## src/rtl/pwc_pkg.sv

```systemverilog
package pwc_pkg;
    typedef enum logic [0:0] {
        ST_IDLE = 1'b0,
        ST_RUN  = 1'b1
    } pwc_state_e;

    typedef enum logic [1:0] {
        EDGE_NONE = 2'b00,
        EDGE_RISE = 2'b01,
        EDGE_FALL = 2'b10,
        EDGE_BOTH = 2'b11
    } edge_sel_e;

    localparam logic [2:0] MODE_WIDTH = 3'b110;
endpackage

```

## src/rtl/pwc_prescaler.sv

```systemverilog
module pwc_prescaler #(
    parameter int SEL_W = 3
) (
    input  logic             clk,
    input  logic             rst_n,
    input  logic             clr,
    input  logic [SEL_W-1:0] sel,
    output logic             tick
);
    localparam int PRE_W = (1 << SEL_W) - 1;

    logic [PRE_W-1:0] pre_q;
    logic [PRE_W-1:0] limit;

    assign limit = ~({PRE_W{1'b1}} << sel);
    assign tick  = (pre_q == limit);

    always_ff @(posedge clk or negedge rst_n) begin
        if (!rst_n)
            pre_q <= '0;
        else if (clr || tick)
            pre_q <= '0;
        else
            pre_q <= pre_q + 1'b1;
    end


    tick_spacing_chk: assert property (@(posedge clk) disable iff (!rst_n)
        tick |=> (tick == (sel == '0)));
endmodule

```

## src/rtl/pwc_edge_det.sv

```systemverilog
module pwc_edge_det
    import pwc_pkg::*;
(
    input  logic      clk,
    input  logic      rst_n,
    input  logic      pin,
    input  edge_sel_e esel,
    output logic      hit
);
    logic s1_q, s2_q, s3_q;
    logic rise, fall;

    always_ff @(posedge clk or negedge rst_n) begin
        if (!rst_n) begin
            s1_q <= 1'b0;
            s2_q <= 1'b0;
            s3_q <= 1'b0;
        end else begin
            s1_q <= pin;
            s2_q <= s1_q;
            s3_q <= s2_q;
        end
    end

    assign rise = s2_q & ~s3_q;
    assign fall = ~s2_q & s3_q;
    assign hit  = (rise & esel[0]) | (fall & esel[1]);


    edge_sel_chk: assert property (@(posedge clk) disable iff (!rst_n)
        hit |-> (esel != EDGE_NONE));
endmodule

```

## src/rtl/pwc_core.sv

```systemverilog
module pwc_core
    import pwc_pkg::*;
#(
    parameter int CNT_W = 16,
    parameter int NCH   = 2
) (
    input  logic                       clk,
    input  logic                       rst_n,
    input  logic                       run_req,
    input  logic                       tick,
    input  logic [NCH-1:0]             hit,
    input  logic                       ovf_wr_clr,
    output pwc_state_e                 state_q,
    output logic [NCH-1:0][CNT_W-1:0]  cap_q,
    output logic [NCH-1:0]             cap_stb_q,
    output logic                       ovf_q
);
    pwc_state_e       state_d;
    logic [CNT_W-1:0] cnt_q;
    logic             wrap;
    logic             any_cap;

    assign any_cap = (state_q == ST_RUN) && (|hit);
    assign wrap    = (state_q == ST_RUN) && tick && (cnt_q == {CNT_W{1'b1}});

    always_comb begin
        state_d = state_q;
        unique case (state_q)
            ST_IDLE: if (run_req)  state_d = ST_RUN;
            ST_RUN:  if (!run_req) state_d = ST_IDLE;
            default: state_d = ST_IDLE;
        endcase
    end

    always_ff @(posedge clk or negedge rst_n) begin
        if (!rst_n) state_q <= ST_IDLE;
        else        state_q <= state_d;
    end

    always_ff @(posedge clk or negedge rst_n) begin
        if (!rst_n) begin
            cnt_q     <= '0;
            cap_q     <= '0;
            cap_stb_q <= '0;
            ovf_q     <= 1'b0;
        end else begin
            cap_stb_q <= '0;
            unique case (state_q)
                ST_IDLE: cnt_q <= '0;
                ST_RUN: begin
                    if (|hit) begin
                        cnt_q <= '0;
                        for (int i = 0; i < NCH; i++) begin
                            if (hit[i]) begin
                                cap_q[i]     <= cnt_q;
                                cap_stb_q[i] <= 1'b1;
                            end
                        end
                    end else if (tick) begin
                        cnt_q <= cnt_q + 1'b1;
                    end
                end
                default: cnt_q <= '0;
            endcase
            if (wrap)
                ovf_q <= 1'b1;
            else if (any_cap || ovf_wr_clr)
                ovf_q <= 1'b0;
        end
    end


    idle_zero_chk: assert property (@(posedge clk) disable iff (!rst_n)
        (state_q == ST_IDLE) |=> (cnt_q == '0));


    wrap_flag_chk: assert property (@(posedge clk) disable iff (!rst_n)
        ((state_q == ST_RUN) && tick && (cnt_q == {CNT_W{1'b1}})) |=> ovf_q);


    stb_in_run_chk: assert property (@(posedge clk) disable iff (!rst_n)
        (|cap_stb_q) |-> ($past(state_q) == ST_RUN));


    restart_chk: assert property (@(posedge clk) disable iff (!rst_n)
        (|cap_stb_q) |-> (cnt_q == '0));

    generate
        for (genvar g = 0; g < NCH; g++) begin : g_cap_chk

            cap_value_chk: assert property (@(posedge clk) disable iff (!rst_n)
                cap_stb_q[g] |-> (cap_q[g] == $past(cnt_q)));
        end
    endgenerate
endmodule

```

## src/rtl/pwc_timer.sv

```systemverilog
module pwc_timer
    import pwc_pkg::*;
#(
    parameter int CNT_W = 16,
    parameter int SEL_W = 3,
    parameter int NCH   = 2
) (
    input  logic             clk,
    input  logic             rst_n,
    input  logic             reg_wr,
    input  logic [1:0]       reg_addr,
    input  logic [15:0]      reg_wdata,
    output logic [15:0]      reg_rdata,
    input  logic [NCH-1:0]   pulse_in,
    output logic [NCH-1:0]   cap_stb,
    output logic             ovf_flag
);
    localparam int OVF_BIT = 4 + SEL_W + 2 * NCH;

    logic                      en_q;
    logic [2:0]                mode_q;
    logic [SEL_W-1:0]          sel_q;
    edge_sel_e                 esel_q [NCH];
    logic [NCH-1:0]            hit;
    logic [2*NCH-1:0]          esel_flat;
    logic                      tick;
    logic                      run_req;
    logic                      ovf_wr_clr;
    pwc_state_e                state;
    logic [NCH-1:0][CNT_W-1:0] cap;
    logic                      ctl_wr;

    assign ctl_wr     = reg_wr && (reg_addr == 2'd0);
    assign ovf_wr_clr = ctl_wr && !reg_wdata[OVF_BIT];
    assign run_req    = en_q && (mode_q == MODE_WIDTH);

    always_ff @(posedge clk or negedge rst_n) begin
        if (!rst_n) begin
            en_q   <= 1'b0;
            mode_q <= '0;
            sel_q  <= '0;
            for (int i = 0; i < NCH; i++) esel_q[i] <= EDGE_NONE;
        end else if (ctl_wr) begin
            en_q   <= reg_wdata[0];
            mode_q <= reg_wdata[3:1];
            sel_q  <= reg_wdata[4 +: SEL_W];
            for (int i = 0; i < NCH; i++)
                esel_q[i] <= edge_sel_e'(reg_wdata[4 + SEL_W + 2*i +: 2]);
        end
    end

    generate
        for (genvar g = 0; g < NCH; g++) begin : g_in
            assign esel_flat[2*g +: 2] = esel_q[g];
            pwc_edge_det u_edge (
                .clk   (clk),
                .rst_n (rst_n),
                .pin   (pulse_in[g]),
                .esel  (esel_q[g]),
                .hit   (hit[g])
            );
        end
    endgenerate

    pwc_prescaler #(.SEL_W(SEL_W)) u_pre (
        .clk   (clk),
        .rst_n (rst_n),
        .clr   ((state != ST_RUN) || (|hit)),
        .sel   (sel_q),
        .tick  (tick)
    );

    pwc_core #(.CNT_W(CNT_W), .NCH(NCH)) u_core (
        .clk        (clk),
        .rst_n      (rst_n),
        .run_req    (run_req),
        .tick       (tick),
        .hit        (hit),
        .ovf_wr_clr (ovf_wr_clr),
        .state_q    (state),
        .cap_q      (cap),
        .cap_stb_q  (cap_stb),
        .ovf_q      (ovf_flag)
    );

    always_comb begin
        reg_rdata = '0;
        unique case (reg_addr)
            2'd0: begin
                reg_rdata[0]                 = en_q;
                reg_rdata[3:1]               = mode_q;
                reg_rdata[4 +: SEL_W]        = sel_q;
                reg_rdata[4 + SEL_W +: 2*NCH] = esel_flat;
                reg_rdata[OVF_BIT]           = ovf_flag;
            end
            2'd1: reg_rdata = 16'(cap[0]);
            2'd2: reg_rdata = 16'(cap[NCH-1]);
            default: reg_rdata = '0;
        endcase
    end


    no_cap_when_off_chk: assert property (@(posedge clk) disable iff (!rst_n)
        !$past(run_req) && !run_req |-> (cap_stb == '0));
endmodule

```

## config.mk

```make
export PLATFORM = sky130hd
export DESIGN_NAME = pwc_timer
export DESIGN_NICKNAME = d
export VERILOG_FILES = /design/src/rtl/pwc_pkg.sv /design/src/rtl/pwc_prescaler.sv /design/src/rtl/pwc_edge_det.sv /design/src/rtl/pwc_core.sv /design/src/rtl/pwc_timer.sv
export SDC_FILE = /design/constraint.sdc
export NUM_CORES = 1
export LEC_CHECK = 0
export ABC_CLOCK_PERIOD_IN_PS = 5000
export BUFFER_PORTS_ARGS = -buffer_cell sky130_fd_sc_hd__buf_2
export CORE_UTILIZATION = 40
export CTS_BUF_LIST = sky130_fd_sc_hd__clkbuf_2
export CTS_CLUSTER_DIAMETER = 150
export DETAILED_ROUTE_END_ITERATION = 8
export PLACE_DENSITY = 0.62
export SLEW_MARGIN = 0
export SYNTH_ARGS = -nofsm -noshare
export SYNTH_HDL_FRONTEND = slang
export SYNTH_SLANG_ARGS = --single-unit
```

## constraint.sdc

```tcl
create_clock -name clk -period 5 [get_ports clk]
set_clock_uncertainty 0.2 [all_clocks]
set_input_delay 0.5 -clock clk [delete_from_list [all_inputs] [get_ports clk]]
set_output_delay 0.5 -clock clk [all_outputs]
set_load 0.01 [all_outputs]
```

Word level (Yosys, flattened, before mapping)
Cells that the tools add are included.

Output and inout port bits: 19. Input port bits: 23. Flip-flop bits (word level): 76. Logic and storage cells: 71.

Add/subtract/negate cells: 2. Bitwise gates (word level): 16. Equal/unequal tests: 6. Shift operators: 1. Reduce and logical (&&, ||, !) cells: 15. Muxes and demuxes: 13.

Operators by type and width (count): $pmux 12 s3 (1); $mux 16 (2); $pmux 16 s2 (1); $add 16x1->16 const B (1); $eq 16x16->1 const B (1); $and 1x1->1 (8); $pmux 4 s2 (1); $add 7x1->7 const B (1); $eq 7x7->1 (1); $mux 7 (1); $not 7->7 (1); $shl 7x3->7 const A (1); $logic_and 1x1->1 (6); $reduce_and 3->1 (2); $mux 1 (5); $not 1->1 (5); $mux 2 (2); $eq 3x3->1 const B (1); $logic_or 1x1->1 (3); $ne 3x2->1 const B (1); $eq 2x1->1 const B (1); $eq 2x2->1 const B (1); $logic_not 2->1 (1); $or 1x1->1 (2); 3 further kinds (3).

Depth between registers and ports, before layout
Gate-level depths: netlist of run 1.

Depth in word-level cells: 9. Gate-level depth with buffers: 8. Depth with buffers taken out: 6.

Modules after synthesis
From an unflattened synthesis of run 1, not the netlist that was laid out.

Cells, all modules: 296. Area, all modules: 3582.2 µm².

Modules (own cells, without submodules): pwc_core (area an instance 2112.0 µm², cells each 161, times used 1, seq. area each 1301.2 µm²); pwc_timer (area an instance 790.8 µm², cells each 72, times used 1, seq. area each 275.3 µm²); pwc_prescaler (area an instance 489.2 µm², cells each 51, times used 1, seq. area each 175.2 µm²); pwc_edge_det (area an instance 95.1 µm², cells each 6, times used 2, seq. area each 75.1 µm²).

Worst setup path before layout of run 1
No wires, ideal clock.

Path kind: input -> output. From: input reg_addr[0]. To: output reg_rdata[0]. Path slack: 2.803 ns. Path buffers: 2. Data arrival time: 1.497 ns. Stages on the path: 6. Required time: 4.300 ns. Cell sequence: inv_1 > ha_1 > clkbuf_1 > clkbuf_1 > a222oi_1 > nor2_1.

Longest elaborated chain between the ends: 2. Elaborated cells between the ends (all ways): 4. Those cells by class: eq/ne: 2; mux: 1; reduce/logical: 1.

Ends and longest elaborated chain: from (decl) (line pwc_timer.sv:11) `input logic [1:0] reg_addr,`; $eq 2x2->1, or another cell as far along (line pwc_timer.sv:88) `unique case (reg_addr)`; $pmux 12 s3 * (line pwc_timer.sv:88); to (decl) (line pwc_timer.sv:13) `output logic [15:0] reg_rdata,`.

Every way passes the cells marked *; elsewhere a longest branch is shown, timed or not.

Final worst setup path of run 1
From: register sel_q[1]. To: register u_pre.pre_q[6].

Longest elaborated chain between the ends: 5.

Ends and longest elaborated chain: from (decl) (line pwc_timer.sv:22) `logic [SEL_W-1:0] sel_q;`; from (signal assigned) (line pwc_timer.sv:46) `sel_q <= reg_wdata[4 +: SEL_W];`; $shl 7x3->7 (line pwc_prescaler.sv:15) `assign limit = ~({PRE_W{1'b1}} << sel);`; $not 7->7 (line pwc_prescaler.sv:15); $eq 7x7->1 (line pwc_prescaler.sv:16) `assign tick = (pre_q == limit);`; $logic_or 1x1->1 (line pwc_prescaler.sv:21) `else if (clr || tick)`; $mux 7 (line pwc_prescaler.sv:21); to (signal assigned) (line pwc_prescaler.sv:24) `pre_q <= pre_q + 1'b1;`; to (decl) (line pwc_prescaler.sv:12) `logic [PRE_W-1:0] pre_q;`.

No other way between the ends. A chain may end at the register's enable or synchronous reset.

==> results of run 1 <==
power by group through the flow:
stage / Combinational [mW] / Clock (mW) / Sequential (mW)
global placement: 0.123 / 0 / 0.676
global route: 0.147 / 0.325 / 0.671
detailed placement: 0.125 / 0 / 0.677
floorplan: 0.0997 / 0 / 0.660
CTS: 0.133 / 0.298 / 0.666
finish: 0.131 / 0.289 / 0.667
per-stage QoR:
stage               total power, mW  instance area (um2)  instances  worst slack (ns)
CTS                            1.10                 4050        468              2.25
floorplan                     0.760                 3580        311              2.80
finish                         1.09                 4050        468              2.27
detailed placement            0.802                 3810        438              2.32
global route                   1.14                 4050        468              2.05
global placement              0.799                 3810        438              2.34
tightest hold or removal path, delay by kind of cell:
| kind | cells | cell delay (ns) |
|---|---|---|
| AOI/OAI and AO/OA | 2 | 0.19 |
| buffers and inverters | 1 | 0.09 |
metal layers:
metal  vias up  part of all wire  global-route usage
met1      1242              0.48               0.238
met2        45              0.48               0.284
met5         -                 0                   0
met4         0            0.0073              0.0448
li1       1187                 -                   -
met3         4             0.038              0.0506
layout make-up:
type,instances,area [um2]
Inverter,14,52.6
Tap cell,108,135
Sequential cell,76,1900
Timing Repair Buffer,52,335
Clock inverter,6,41.3
Clock buffer,10,50.0
Multi-Input combinational cell,202,1530
Fill cell,809,4630
logic make-up (layout without fill, tap and decap cells):
family	Yosys count	in the layout	share of synthesized area
DFF	76	76	0.531
AOI/OAI and AO/OA	38	38	0.0954
muxes	39	39	0.123
xor gates and xnor gates	20	20	0.0489
adders and majority gates	6	6	0.0210
and+or+nand+nor	99	99	0.139
buffers and inverters	33	82	0.0416
final timing paths:
kind                                            end  slack, ns  depth (start not counted)
min in group asynchronous          u_core.cap_q[21]       0.43                          2
worst max register to register       u_pre.pre_q[6]       2.27                          6
max in group asynchronous           u_core.cnt_q[1]       3.52                          2
worst min-delay path                   u_core.ovf_q       0.09                          3
worst max-delay path                 u_pre.pre_q[6]       2.27                          6
worst min register to register  g_in[0].u_edge.s2_q       0.18                          0
cells in the mapped netlist, drive strengths merged, types with 2 or more instances:
| cell type | number |
|---|---|
| a22oi | 4 |
| and3 | 2 |
| nand4 | 3 |
| nor2 | 40 |
| ha | 6 |
| xnor2 | 19 |
| mux2 | 39 |
| clkbuf | 13 |
| a222oi | 12 |
| nor4 | 8 |
| o21ai | 8 |
| inv | 14 |
| buf | 6 |
| dfrtp | 76 |
| a21oi | 5 |
| nand2 | 21 |
| a2111oi | 2 |
| nor2b | 5 |
| nand3 | 8 |
| o211a | 2 |
| nor3 | 6 |
state kept, by name (all words and copies together), names as in the netlist:
register          count
sel_q                 3
u_core.cap_q         32
esel_flat             4
mode_q                3
u_pre.pre_q           7
u_core.cap_stb_q      2
u_core.cnt_q         16
g_in.u_edge.s1_q      2
u_core.state_q        1
g_in.u_edge.s3_q      2
g_in.u_edge.s2_q      2
en_q                  1
u_core.ovf_q          1
==> results.md, run 1 <==
* Status: complete, but fails checks
* Failing checks: design-rule violations
* Setup bufs post-CTS at 0
* Post-Syn Nets at 340
* Largest net degree at the start of global routing at 77
* Core footprint at 8680 um2
* Hold Crit Start: reg_wdata[11]
* Via count at 2478
* Synth-to-layout area growth at 13.0%
* Setup TNS at 0 ns
* Switch share at 0.302
* Slew margin rel. at 0.358
* Avg WL per Cell at 16.1 um
* Post-detail-place hpwl at 4.92 mm
* Most frequent cells in the layout: 76 x dfrtp_1, 40 x nor2_1, 39 x mux2_2
* Setup violators final at 0
* Yosys top cell by area: dfrtp_1
* Worst path bufs/invs at 1
* Buffers added on ports at 37
* Vias in the first global route at 2540
* Worst-Margin Slew at 0.963 ns
* Register bit total from synthesis at 76
* Mapped Area at 3580 um2
* Residual DRC at 1
* Asr flop ratio synth at 1.00
* First-pass DRT Iterations at 7
* Die area at 9330 um2
* Post-synthesis average cell area at 11.5 um2
* Hold WS at 0.0853 ns
* Slew Viols, Final at 0
* Initial DRC Count at 156
* Highest-delay cell along the critical path: o22ai_2
* Top cells by area, synth: dfrtp_1 53%, mux2_2 12%, xnor2_1 4.6%
* Combinational Power Share at 0.121
* Hold-fix buffer count after cts at 14
* Net Sw Power at 0.328 mW
* Synthesis warning total at 0
* Unrepaired setup endpoints after global routing: no
* Antenna Violating Nets Remaining at 0
* Global-route wire length before repair at 13.0 mm
* Die H at 96.6 um
* P_leak at 1.85 nW
* Initial antenna violation count at 0
* CTS buffer count at 9
* I/O pin cnt at 42
* GRT Total Usage at 0.178
* Crit path max fanout at 15
* CTS sink cnt at 76
* Prevailing post-synth register cell: dfrtp_1
* Row count at 34
* CP Class: flip-flop to flip-flop
* Max-cap violations at 0
* Routability Congestion at 0.759
* Crit start category: flip-flop
* Critical Path RT at 5.24 ns
* Layout Nets at 384
* Unique masters post-synth at 39
* H-tree Lvls at 3
* Max VDD drop at 132 uV
* EDFF count, synth at 0
* Starting Density at 0.412
* Clock period minus worst slack at 2.73 ns
* Clk root buf: clkbuf_2
* Critical Path Most Common Cell: nor2_1
* Critical-path cell list: inv_2, o211a_1, o22ai_2, nor2_1, or2_1, nor2_1
* Latest clock arrival within the worst-skew pair at 0.53 ns
* Fin. Hold Viols at 0
* Reg clk slew, reported paths at 0.21 ns
* Crit. End Element: flip-flop
* Clock power frac at 0.266
* Hold crit path type: input port to flip-flop
* Core Util, Final at 0.466
* Top delay family on crit path: compound AO/OA/AOI/OAI gates
* Share of the yosys chip area belonging to registers at 0.531
* Post_cts resized at 0
* Gate Count Post-Synth at 311
* R2R Path Start: sel_q[1]
* Clk buf depth at 2
* Worst path max stage delay at 0.68 ns
* Crit. Startpoint: sel_q[1]
* Gr ovfl total at 0
* FMAX at 366 MHz
* Vias per inst at 5.29
* Layout cell share with drive strength beyond 1 at 0.286
* Die X at 96.6 um
* Sequential power share at 0.614
* Total power per unit cell area at 269 nW/um2
* Commonest non-fill, non-tap cell in the layout: dfrtp_1
* Crit path DAT at 2.98 ns
* Final wirelength at 7.52 mm
* Top-area cell type share of the netlist area at 0.531
* Internal at 0.758 mW
* Final worst-path cycle share at 0.546
* CTS tree: built
* Inserted Diodes at 0
(Power assumes the default switching activity.)
==> inputs of run 2 (changes only) <==
--- a/config.mk
+++ b/config.mk
@@ -5,7 +5,7 @@
 export SDC_FILE = /design/constraint.sdc
 export NUM_CORES = 1
 export LEC_CHECK = 0
-export ABC_CLOCK_PERIOD_IN_PS = 5000
+export ABC_CLOCK_PERIOD_IN_PS = 2900
 export BUFFER_PORTS_ARGS = -buffer_cell sky130_fd_sc_hd__buf_2
 export CORE_UTILIZATION = 40
 export CTS_BUF_LIST = sky130_fd_sc_hd__clkbuf_2
==> constraint.sdc (replaced) <==
create_clock -name clk -period 2.9 [get_ports clk]
set_clock_uncertainty 0.2 [all_clocks]
set_input_delay 0.29 -clock clk [delete_from_list [all_inputs] [get_ports clk]]
set_output_delay 0.29 -clock clk [all_outputs]
set_load 0.01 [all_outputs]
==> results.md, run 2 (synthesized netlist as in run 1, its figures left out) <==
* Status: finished clean
* Worst path max stage delay at 0.67 ns
* Combinational Power Share at 0.124
* Hold Path End: g_in[0].u_edge.s2_q
* Design Power at 1.93 mW
* Register name with the most flops: u_core.cap_q
* Non-filler cells, final at 471
* Clock period minus worst slack at 2.25 ns
* Via count at 2494
* Dpl cell area at 3840 um2
* Core footprint at 8680 um2
* Hold Crit Start: g_in[0].u_edge.s1_q
* Vias in the first global route at 2506
* Post-detail-place hpwl at 4.90 mm
* Max-cap violations at 0
* CTS buffer count at 9
* R2R Path End: u_core.cnt_q[8]
* Crit. End Element: flip-flop
* Pre-CTS setup slack at 0.530 ns
* Largest register FFs at 32
* Worst R2R Path Depth at 7
* Most frequent cells in the layout: 76 x dfrtp_1, 40 x nor2_1, 39 x mux2_2
* Crit path max fanout at 14
* Inserted Diodes at 0
* Global-route wire length before repair at 13.0 mm
* GRT Total Usage at 0.177
* Die X at 96.6 um
* Switch share at 0.276
* Hold path cells at 0
* Crit path DAT at 2.45 ns
* Layout cell share with drive strength beyond 1 at 0.292
* Clock power frac at 0.282
* Inst Count DP at 442
* Setup TNS at 0 ns
* Slew margin rel. at 0.359
* Synth-to-layout area growth at 14.2%
* Design Area, Final at 4090 um2
* Setup violators final at 0
* Die area at 9330 um2
* Hold crit path type: flip-flop to flip-flop
* Top Registers: u_core.cap_q x32, u_core.cnt_q x16, u_pre.pre_q x7
* Max VDD drop at 202 uV
* Buffers added on ports at 37
* First-pass DRT Iterations at 7
* Fin. Hold Viols at 0
* H-tree Lvls at 3
* CP Class: flip-flop to flip-flop
* Critical Path RT at 3.10 ns
* Residual DRC at 0
* Crit. Startpoint: sel_q[2]
* Highest-delay cell along the critical path: dfrtp_1
* CTS tree: built
* Critical-path cell list: and2_0, o21ai_0, o2bb2ai_2, buf_4, nor4_1, xnor2_1, nor2_1
* Routability Congestion at 0.759
* Latest clock arrival within the worst-skew pair at 0.51 ns
* FMAX at 445 MHz
* Total power per unit cell area at 472 nW/um2
* I/O pin cnt at 42
* Reg2reg setup slack at 0.65 ns
* Die H at 96.6 um
* Clk buf depth at 2
* Layout Nets at 389
* Avg WL per Cell at 16.2 um
* Final worst-path cycle share at 0.775
* CTS sink cnt at 76
* Internal at 1.40 mW
* Starting Density at 0.412
* Slew Viols, Final at 0
* Setup WS post-layout at 0.652 ns
* Net Sw Power at 0.533 mW
* Gr ovfl total at 0
* Row count at 34
* Final wirelength at 7.65 mm
* Initial antenna violation count at 0
* Largest net degree at the start of global routing at 77
* Worst-Margin Slew at 0.961 ns
* Initial DRC Count at 166
* Antenna Violating Nets Remaining at 0
* Unrepaired setup endpoints after global routing: no
* P_leak at 1.88 nW
* R2R Path Start: sel_q[2]
* Commonest non-fill, non-tap cell in the layout: dfrtp_1
* Crit start category: flip-flop
* Vias per inst at 5.30
* Sequential power share at 0.594
* Clk root buf: clkbuf_2
* Reg clk slew, reported paths at 0.21 ns
run 2: cell types whose count changed in the layout (fill, tap and decap cells not counted), sizes merged:
cell / delta
clkinv: -2
clkinvlp: -2
buf: +4
dlygate4sd3: +1
bufinv: +1
clkbuf: +1
run 2: what timing repair did:
action                                  in CTS  in global routing
endpoints found under the hold margin       90                  0
hold buffers                                15                  0
setup buffers                                0                  0
endpoints found under the setup margin       0                  0
resized for setup                            0                  0
run 2: area by class of cell:
type | instances | area, um2
clock buffers | 11 | 55.1
clock inverters | 3 | 40.0
fillers | 812 | 4590
inverters | 14 | 52.6
multi-input cells | 202 | 1530
flip-flops and latches | 76 | 1900
well taps | 108 | 135
repair buffers | 57 | 375
run 2: how the worst max path moves through the flow:
stage	to	slack, ns
after floorplan	u_core.cnt_q[12]	0.99
after global placement	u_core.ovf_q	0.57
after detailed placement	u_core.ovf_q	0.53
after CTS	u_core.cnt_q[9]	0.63
after global routing	u_core.cnt_q[7]	0.42
final	u_core.cnt_q[8]	0.65
run 2: power groups by stage:
stage	Sequential [mW]	Clock (mW)	Combinational (mW)
after floorplan	1.14	0	0.172
after global placement	1.17	0	0.222
after detailed placement	1.17	0	0.226
after CTS	1.15	0.564	0.242
after global routing	1.15	0.615	0.266
final	1.15	0.543	0.240
run 2: critical path, delay by kind of cell, from the launching register on:
family	cells	cell delay, ns
buffers and inverters	1	0.21
XOR/XNOR	1	0.17
flip-flops	1	0.67
AO/OA/AOI/OAI	2	0.30
AND/OR/NAND/NOR	3	0.58
run 2: per-layer routing:
layer | vias up | global-route usage | wire [um]
li1 | 1192 | - | -
met2 | 37 | 0.275 | 3740
met5 | - | 0 | 0
met1 | 1257 | 0.241 | 3590
met4 | 0 | 0.0505 | 93
met3 | 8 | 0.0535 | 225
run 2: stage by stage:
stage,util,hold WS (ns)
4_1_cts,0.471,0.175
2_1_floorplan,-,-0.206
5_1_grt,0.471,0.149
6_report,0.471,0.171
3_3_place_gp,0.443,0.135
3_5_place_dp,0.443,0.136
==> inputs of run 3 (changes only) <==
--- a/config.mk
+++ b/config.mk
@@ -5,7 +5,7 @@
 export SDC_FILE = /design/constraint.sdc
 export NUM_CORES = 1
 export LEC_CHECK = 0
-export ABC_CLOCK_PERIOD_IN_PS = 2900
+export ABC_CLOCK_PERIOD_IN_PS = 2200
 export BUFFER_PORTS_ARGS = -buffer_cell sky130_fd_sc_hd__buf_2
 export CORE_UTILIZATION = 40
 export CTS_BUF_LIST = sky130_fd_sc_hd__clkbuf_2
==> constraint.sdc (replaced) <==
create_clock -name clk -period 2.2 [get_ports clk]
set_clock_uncertainty 0.2 [all_clocks]
set_input_delay 0.22 -clock clk [delete_from_list [all_inputs] [get_ports clk]]
set_output_delay 0.22 -clock clk [all_outputs]
set_load 0.01 [all_outputs]
==> results.md, run 3 (synthesized netlist as in run 1, its figures left out) <==
* Reg clk slew, reported paths at 0.19 ns
* Critical-path cell list: buf_6, a222oi_1, nor2_1, buf_2
* Layout cell share with drive strength beyond 1 at 0.324
* Crit. End Element: output port
* Buffers added on ports at 37
* Layout fillers at 812
* CTS buffer count at 9
* Starting Density at 0.412
* Reg2reg setup slack at 0.15 ns
* Gr ovfl total at 0
* Crit path DAT at 1.64 ns
* Synth-to-layout area growth at 20.7%
* Setup violators final at 0
* CP Class: flip-flop to output port
* Clk root buf: clkbuf_2
* Die area at 9330 um2
* First-pass DRT Iterations at 5
* Worst R2R Path Depth at 8
* CTS sink cnt at 76
* Row count at 34
* Core footprint at 8680 um2
* Worst path max stage delay at 0.46 ns
* Die X at 96.6 um
* Clock power frac at 0.286
* Combinational Power Share at 0.149
* Net Sw Power at 0.754 mW
* Total power per unit cell area at 616 nW/um2
* Initial antenna violation count at 0
* Global-route wire length before repair at 13.2 mm
* GRT Total Usage at 0.179
* Hold path cells at 3
* Routability Congestion at 0.822
* Largest net degree at the start of global routing at 59
* Slew margin rel. at 0.450
* H-tree Lvls at 3
* Largest register FFs at 32
* Register name with the most flops: u_core.cap_q
* Crit start category: flip-flop
* I/O pin cnt at 42
* Via count at 2582
* Latest clock arrival within the worst-skew pair at 0.52 ns
* Initial DRC Count at 152
* Highest-delay cell along the critical path: dfrtp_2
* Antenna Violating Nets Remaining at 0
* CTS tree: built
* Core Util, Final at 0.498
* Sequential power share at 0.565
* Setup WS post-layout at 0.135 ns
* Final wirelength at 7.68 mm
* Inserted Diodes at 0
* Switch share at 0.283
* Status: finished clean
* Max VDD drop at 312 uV
* Slew Viols, Final at 0
* Critical Path RT at 1.78 ns
* Avg WL per Cell at 15.6 um
* Layout Nets at 407
* Hold Crit Start: reg_wr
* Unrepaired setup endpoints after global routing: yes
* R2R Path Start: sel_q[2]
* Max-cap violations at 0
* Post-detail-place hpwl at 5.18 mm
* FMAX at 484 MHz
* Residual DRC at 0
* R2R Path End: u_core.cnt_q[12]
* Crit path max fanout at 6
* Pre-CTS setup slack at 0.0733 ns
* Top Registers: u_core.cap_q x32, u_core.cnt_q x16, u_pre.pre_q x7
* Vias per inst at 5.26
* Clock period minus worst slack at 2.06 ns
* Clk buf depth at 2
* Worst-Margin Slew at 0.822 ns
* P_leak at 1.98 nW
* Hold Path End: sel_q[1]
* Most frequent cells in the layout: 74 x dfrtp_1, 40 x nor2_1, 39 x mux2_2
* Fin. Hold Viols at 0
* Vias in the first global route at 2646
* Hold crit path type: input port to flip-flop
* Die H at 96.6 um
* Setup TNS at 0 ns
* Internal at 1.91 mW
* Commonest non-fill, non-tap cell in the layout: dfrtp_1
* Final worst-path cycle share at 0.939
run 3: power by group through the flow:
stage          Combinational, mW  Clock (mW)  Sequential, mW
2_1_floorplan              0.227           0            1.50
3_3_place_gp               0.330           0            1.53
3_5_place_dp               0.335           0            1.53
4_1_cts                    0.373       0.790            1.50
5_1_grt                    0.435       0.835            1.51
6_report                   0.397       0.762            1.50
run 3: worst max path at each step:
stage,startpoint,to,slack (ns)
after floorplan,sel_q[2],u_core.cnt_q[12],0.29
after global placement,u_pre.pre_q[0],u_core.cnt_q[4],0.09
after detailed placement,sel_q[1],u_core.cnt_q[8],0.07
after CTS,sel_q[2],reg_rdata[6],0.04
after global routing,sel_q[2],reg_rdata[6],-0.004
final,sel_q[2],reg_rdata[6],0.14
run 3: timing repair:
item / in CTS / in global routing
setup endpoints to repair: 1 / 19
hold endpoints to repair: 90 / 0
resized for setup: 1 / 4
setup buffers: 1 / 4
hold buffers: 18 / 0
pin swaps: 0 / 1
run 3: critical path: cells and delay by family, from the launching register on:
family	cells	cell delay, ns
flip-flops	1	0.46
AO/OA/AOI/OAI	1	0.32
AND/OR/NAND/NOR	1	0.07
buffers and inverters	2	0.30
run 3: layer usage:
| metal | GRT usage | vias to the layer above | wire [um] |
|---|---|---|---|
| met1 | 0.233 | 1298 | 3510 |
| li1 | - | 1228 | - |
| met4 | 0.0551 | 0 | 46 |
| met5 | 0 | - | 0 |
| met3 | 0.0470 | 5 | 328 |
| met2 | 0.293 | 51 | 3800 |
run 3: cell type report:
type | count | area (um2) | share of cell area
Inverter | 14 | 52.6 | 0.0122
Clock buffer | 10 | 50.0 | 0.0116
Timing Repair Buffer | 75 | 572 | 0.132
Multi-Input combinational cell | 202 | 1540 | 0.357
Sequential cell | 76 | 1900 | 0.441
Clock inverter | 6 | 65.1 | 0.0151
Tap cell | 108 | 135 | 0.0313
run 3: through the flow:
stage                     power (mW)  cell area (um2)  instances  hold WS (ns)
final                           2.66             4320        491        0.0358
after global routing            2.78             4320        491        0.0142
after CTS                       2.67             4260        487       0.00817
after detailed placement        1.87             3960        452       -0.0826
after global placement          1.86             3960        452       -0.0895
after floorplan                 1.73             3580        311        -0.276
